--- src/rtl/lane_extract_pkg.sv ---
package lane_extract_pkg;
  localparam int unsigned WORD_W = 32;
  localparam int unsigned BYTE_W = 8;
  localparam int unsigned HALF_W = 16;
  localparam int unsigned IMM_W  = 4;

  typedef enum logic {
    FORM_REG = 1'b0,
    FORM_IMM = 1'b1
  } lane_form_e;

  typedef enum logic {
    SIZE_BYTE = 1'b0,
    SIZE_HALF = 1'b1
  } lane_size_e;
endpackage

--- src/rtl/lane_pick.sv ---
module lane_pick #(
  parameter int unsigned WORD_W  = 32,
  parameter int unsigned FIELD_W = 8,
  localparam int unsigned LANES  = WORD_W / FIELD_W,
  localparam int unsigned IDX_W  = (LANES > 1) ? $clog2(LANES) : 1
) (
  input  logic [WORD_W-1:0]  word_i,
  input  logic [IDX_W-1:0]   idx_i,
  output logic [FIELD_W-1:0] field_o
);
  logic [FIELD_W-1:0] lane_q [LANES];

  for (genvar g = 0; g < LANES; g++) begin : g_lane
    assign lane_q[g] = word_i[g*FIELD_W +: FIELD_W];
  end

  always_comb begin
    field_o = lane_q[0];
    for (int k = 0; k < LANES; k++) begin
      if (idx_i == IDX_W'(k)) field_o = lane_q[k];
    end
  end
endmodule

--- src/rtl/lane_widen.sv ---
module lane_widen #(
  parameter int unsigned WORD_W  = 32,
  parameter int unsigned FIELD_W = 8,
  localparam int unsigned FILL_W = WORD_W - FIELD_W
) (
  input  logic [FIELD_W-1:0] field_i,
  input  logic               sign_en_i,
  output logic [WORD_W-1:0]  word_o
);
  logic fill_bit;
  assign fill_bit = sign_en_i & field_i[FIELD_W-1];
  assign word_o   = {{FILL_W{fill_bit}}, field_i};
endmodule

--- src/rtl/lane_extract_unit.sv ---
module lane_extract_unit
  import lane_extract_pkg::*;
(
  input  logic [WORD_W-1:0] src_word,
  input  logic [WORD_W-1:0] lane_reg,
  input  logic [IMM_W-1:0]  lane_imm,
  input  logic              use_imm,
  input  logic              is_half,
  input  logic              sign_req,
  output logic [WORD_W-1:0] result
);
  localparam int unsigned BYTE_LANES = WORD_W / BYTE_W;
  localparam int unsigned BIDX_W     = $clog2(BYTE_LANES);
  localparam int unsigned HIDX_W     = BIDX_W - 1;

  lane_form_e form;
  lane_size_e size;
  assign form = lane_form_e'(use_imm);
  assign size = lane_size_e'(is_half);

  logic [BIDX_W-1:0] lane_sel;
  logic              sign_eff;
  assign lane_sel = (form == FORM_IMM) ? lane_imm[BIDX_W-1:0] : lane_reg[BIDX_W-1:0];
  assign sign_eff = (form == FORM_IMM) & sign_req;

  logic unused_idx_bits;
  assign unused_idx_bits = ^{lane_reg[WORD_W-1:BIDX_W], lane_imm[IMM_W-1:BIDX_W]};

  logic [BYTE_W-1:0] byte_field;
  logic [HALF_W-1:0] half_field;
  logic [WORD_W-1:0] byte_word, half_word;

  lane_pick #(.WORD_W(WORD_W), .FIELD_W(BYTE_W)) u_pick_byte (
    .word_i(src_word), .idx_i(lane_sel), .field_o(byte_field));

  lane_pick #(.WORD_W(WORD_W), .FIELD_W(HALF_W)) u_pick_half (
    .word_i(src_word), .idx_i(lane_sel[BIDX_W-1 -: HIDX_W]), .field_o(half_field));

  lane_widen #(.WORD_W(WORD_W), .FIELD_W(BYTE_W)) u_widen_byte (
    .field_i(byte_field), .sign_en_i(sign_eff), .word_o(byte_word));

  lane_widen #(.WORD_W(WORD_W), .FIELD_W(HALF_W)) u_widen_half (
    .field_i(half_field), .sign_en_i(sign_eff), .word_o(half_word));

  assign result = (size == SIZE_HALF) ? half_word : byte_word;

  logic [WORD_W-1:0] shifted_src;
  assign shifted_src = src_word >> (BYTE_W * lane_sel);

  always_comb begin
    if (size == SIZE_BYTE) begin
      // low field is the addressed byte
      p_byte_lane_r1: assert final (result[BYTE_W-1:0] == shifted_src[BYTE_W-1:0]);
    end
    if (size == SIZE_HALF) begin
      // low field is the addressed halfword (index bit 0 ignored)
      p_half_lane_r2: assert final (result[HALF_W-1:0] ==
                                    src_word[(lane_sel[1] ? HALF_W : 0) +: HALF_W]);
    end
    if (!use_imm && !is_half) begin
      p_reg_byte_zero_r3: assert final (result[WORD_W-1:BYTE_W] == '0);
    end
    if (!use_imm && is_half) begin
      p_reg_half_zero_r3: assert final (result[WORD_W-1:HALF_W] == '0);
    end
    if (use_imm && sign_req && !is_half) begin
      p_byte_fill_r4: assert final (result[WORD_W-1:BYTE_W] ==
                                    {(WORD_W-BYTE_W){result[BYTE_W-1]}});
    end
    if (use_imm && !sign_req) begin
      p_imm_unsigned_r5: assert final (is_half ? (result[WORD_W-1:HALF_W] == '0)
                                               : (result[WORD_W-1:BYTE_W] == '0));
    end
    if (use_imm && sign_req && is_half) begin
      p_half_fill_r6: assert final (result[WORD_W-1:HALF_W] ==
                                    {(WORD_W-HALF_W){result[HALF_W-1]}});
    end
  end
endmodule

--- config.mk ---
export PLATFORM = sky130hd
export DESIGN_NAME = lane_extract_unit
export DESIGN_NICKNAME = d
export VERILOG_FILES = /design/src/rtl/lane_extract_pkg.sv /design/src/rtl/lane_pick.sv /design/src/rtl/lane_widen.sv /design/src/rtl/lane_extract_unit.sv
export SDC_FILE = /design/constraint.sdc
export NUM_CORES = 1
export LEC_CHECK = 0
export ABC_AREA = 1
export ABC_CLOCK_PERIOD_IN_PS = 3400
export BUFFER_PORTS_ARGS = -buffer_cell sky130_fd_sc_hd__buf_2
export CORE_MARGIN = 2
export CORE_UTILIZATION = 34
export DETAILED_ROUTE_END_ITERATION = 10
export GPL_TIMING_DRIVEN = 0
export PLACE_DENSITY = 0.95
export SLEW_MARGIN = 20
export SYNTH_ARGS = -nofsm -noshare
export SYNTH_HDL_FRONTEND = slang
export SYNTH_SLANG_ARGS = --single-unit
--- constraint.sdc ---
create_clock -name vclk -period 3.4
set_clock_uncertainty 0.05 [all_clocks]
set_input_delay 1.02 -clock vclk [all_inputs]
set_output_delay 1.02 -clock vclk [all_outputs]
set_load 0.02 [all_outputs]
==> metrics.log <==
[metrics] outcome: complete, no violations
[metrics] xor and xnor area share after synthesis: 0
[metrics] final number of max-transition violations: 0
[metrics] number of nets still failing antenna checks after routing: 0
[metrics] Worst Slack Setup Final: 0.0921 ns
[metrics] simple logic cell fraction of the synthesized area: 0.659
[metrics] total of buffers placed on input and output ports: 70
[metrics] largest family of logic cells by synthesized area: simple AND/OR/NAND/NOR gates
[metrics] fraction of final layout cells sized beyond drive strength 1: 0.464
[metrics] Worst Tran Pin Value: 0.411 ns
[metrics] data arrival time of the worst path: 2.24 ns
[metrics] launching element type of the critical path: input port
[metrics] min-delay src: src_word[14]
[metrics] storage element area: 0 sq um
[metrics] pwr/cell area: 185 nW/um^2
[metrics] mux share of post-synthesis cell area: 0
[metrics] overall routing resource usage: 0.189
[metrics] filler instances: 249
[metrics] Final HPWL DP: 2.08 mm
[metrics] first-pass GRT wire length: 4.16 mm
[metrics] antenna violations before repair: 0
[metrics] Global Route met2 Usage: 0.340
[metrics] Placement Rows: 17
[metrics] unrepaired setup endpoints after global routing: false
[metrics] sequential area share after synthesis: 0
[metrics] 1st-iter DRT viols: 31
[metrics] I/O pin cnt: 103
[metrics] post-synthesis area per instance: 5.05 sq um
[metrics] final routed wirelength across all metal layers: 2.66 mm
[metrics] fraction of met3 tracks used by global routing: 0.00565
[metrics] Synth-to-Final Area Change: 52.0%
[metrics] number of cells in the finished layout apart from fillers: 261
[metrics] first element of the critical path: use_imm
[metrics] Peak Freq: 302 MHz
[metrics] total of clock buffers placed in the layout: 0
[metrics] largest net degree at the start of global routing: 17
[metrics] pre-CTS WS: -0.453 ns
[metrics] Antenna Cells: 0
[metrics] largest voltage drop on the vdd net: 88.2 uV
[metrics] type of the worst min-delay path: input port to output pin
[metrics] via-per-instance ratio: 4.70
[metrics] Worst Setup Path Type: input port to output pin
[metrics] detailed-route wire length per cell: 10.2 um
[metrics] Setup Viol. Count Final: 0
[metrics] Initial Utilization: 0.363
[metrics] count of synthesis-stage warnings from yosys: 0
[metrics] Die W: 53.1 um
[metrics] instance count of the mapped netlist: 162
[metrics] final period demand of the worst path: 3.31 ns
[metrics] count of sequential standard cells: 0
[metrics] area share of the largest cell type after synthesis: 0.216
[metrics] post-synth net total: 233
[metrics] via count of the first global-routing pass: 1034
[metrics] required time at the worst-slack endpoint: 2.33 ns
[metrics] synthesized-area fraction occupied by adder cells: 0
[metrics] leading cell types by count after synthesis: 47 x sky130_fd_sc_hd__nand2_1, 33 x sky130_fd_sc_hd__nand3_1, 25 x sky130_fd_sc_hd__nor2_1
[metrics] area of the mapped netlist: 818 sq um
[metrics] leakage component of the power: 0.776 nW
[metrics] global route overflow: 0
[metrics] vias after detailed routing: 1228
[metrics] most common cell in the netlist: sky130_fd_sc_hd__nand2_1
[metrics] number of placed instances, taps included: 260
[metrics] die extent in y: 53.1 um
[metrics] kind of capture point of the worst setup path: output pin
[metrics] Core Util, Final: 0.552
[metrics] number of nets in the layout: 306
[metrics] endpoint of the worst hold path: result[14]
[metrics] final setup TNS: 0 ns
[metrics] number of different library cells in the post-synthesis netlist: 19
[metrics] Final period util: 0.973
[metrics] number of remaining DRC errors: 0
[metrics] first-pass iteration count of the detailed router: 4
[metrics] die outline area: 2820 sq um
[metrics] GP Congestion: 0.875
[metrics] core area: 2250 sq um
[metrics] final hold vios: 0
[metrics] Most Crowded Layer GR: met2
[metrics] leading cell types by total area after synthesis: sky130_fd_sc_hd__nand2_1 22%, sky130_fd_sc_hd__nand3_1 20%, sky130_fd_sc_hd__buf_4 16%, sky130_fd_sc_hd__nor2_1 11%, sky130_fd_sc_hd__a21oi_1 4.3%
[metrics] share of the synthesized area in compound gates (AO/OA/AOI/OAI): 0.0979
[metrics] Post-Route Hold Slack: 2.34 ns
[metrics] CP max FO: 16
[metrics] cell depth of the worst min-delay path: 4
[metrics] Worst slew margin: 0.726
[metrics] met1 track demand over resource in global routing: 0.258
[metrics] Yosys top cell by area: sky130_fd_sc_hd__nand2_1
[metrics] Max Cap Violations: 0
[area by class of cell]
cell class         count  area, sq um  share of cell area
multi-input cells    133          639               0.514
repair buffers        71          370               0.298
plain buffers         23          176               0.142
well taps             28         35.0              0.0282
inverters              6         22.5              0.0181
[where the power goes]
group / internal, mW / switching [mW] / total, mW / leakage [nW]
Combinational: 0.0929 / 0.137 / 0.230 / 0.776
Sequential: 0 / 0 / 0 / 0
Clock: 0 / 0 / 0 / 0
Total: 0.0929 / 0.137 / 0.230 / 0.776
[worst max-delay path by stage]
| stage | to | slack [ns] | cells after the start |
|---|---|---|---|
| floorplan | result[17] | 0.07 | 5 |
| global placement | result[28] | -0.38 | 7 |
| detailed placement | result[26] | -0.45 | 7 |
| CTS | result[26] | 0.08 | 11 |
| global route | result[24] | 0.01 | 11 |
| finish | result[26] | 0.09 | 11 |
[cell families after synthesis]
| group | Yosys count |
|---|---|
| buffers and inverters | 29 |
| AO/OA/AOI/OAI | 16 |
| AND/OR/NAND/NOR | 117 |
[critical path, cell delays in order]
cell and delay (ns):
sky130_fd_sc_hd__buf_2 0.15, sky130_fd_sc_hd__inv_2 0.08, sky130_fd_sc_hd__nand2_2 0.07, sky130_fd_sc_hd__nand2_4 0.08, sky130_fd_sc_hd__buf_6 0.14, sky130_fd_sc_hd__nand2_2 0.07
sky130_fd_sc_hd__nand3_2 0.08, sky130_fd_sc_hd__nand4_4 0.14, sky130_fd_sc_hd__nand2_8 0.14, sky130_fd_sc_hd__buf_4 0.12, sky130_fd_sc_hd__buf_2 0.15
[timing repair]
| item | 4_1_cts | 5_1_grt |
|---|---|---|
| buffers inserted | 1 | 0 |
| hold buffers | 0 | 0 |
| resized for setup | 4 | 0 |
| endpoints found under the hold margin | 0 | 0 |
| endpoints found under the setup margin | 16 | 0 |
[stage by stage]
| stage | area, sq um | power (mW) |
|---|---|---|
| finish | 1240 | 0.230 |
| CTS | 1240 | 0.231 |
| global route | 1240 | 0.253 |
| global placement | 1200 | 0.224 |
| detailed placement | 1200 | 0.226 |
| floorplan | 818 | 0.152 |
[layout by cell type (no fill, tap or decap), types with 3 or more instances in the layout]
cell	n
sky130_fd_sc_hd__buf_4	17
sky130_fd_sc_hd__nand2_2	4
sky130_fd_sc_hd__o21ai_1	4
sky130_fd_sc_hd__o21ai_0	4
sky130_fd_sc_hd__nor2_2	3
sky130_fd_sc_hd__nand3_1	33
sky130_fd_sc_hd__buf_6	3
sky130_fd_sc_hd__nand2_1	46
sky130_fd_sc_hd__inv_1	4
sky130_fd_sc_hd__a21oi_1	7
sky130_fd_sc_hd__buf_2	73
sky130_fd_sc_hd__nor2_1	25
[metal layers]
| layer | part of all wire | vias to the layer above |
|---|---|---|
| li1 | - | 657 |
| met1 | 0.40 | 515 |
| met2 | 0.51 | 54 |
| met3 | 0.092 | 2 |
| met4 | 0.0030 | 0 |
| met5 | 0 | - |
Note: power is estimated with default switching activity, not from simulation.
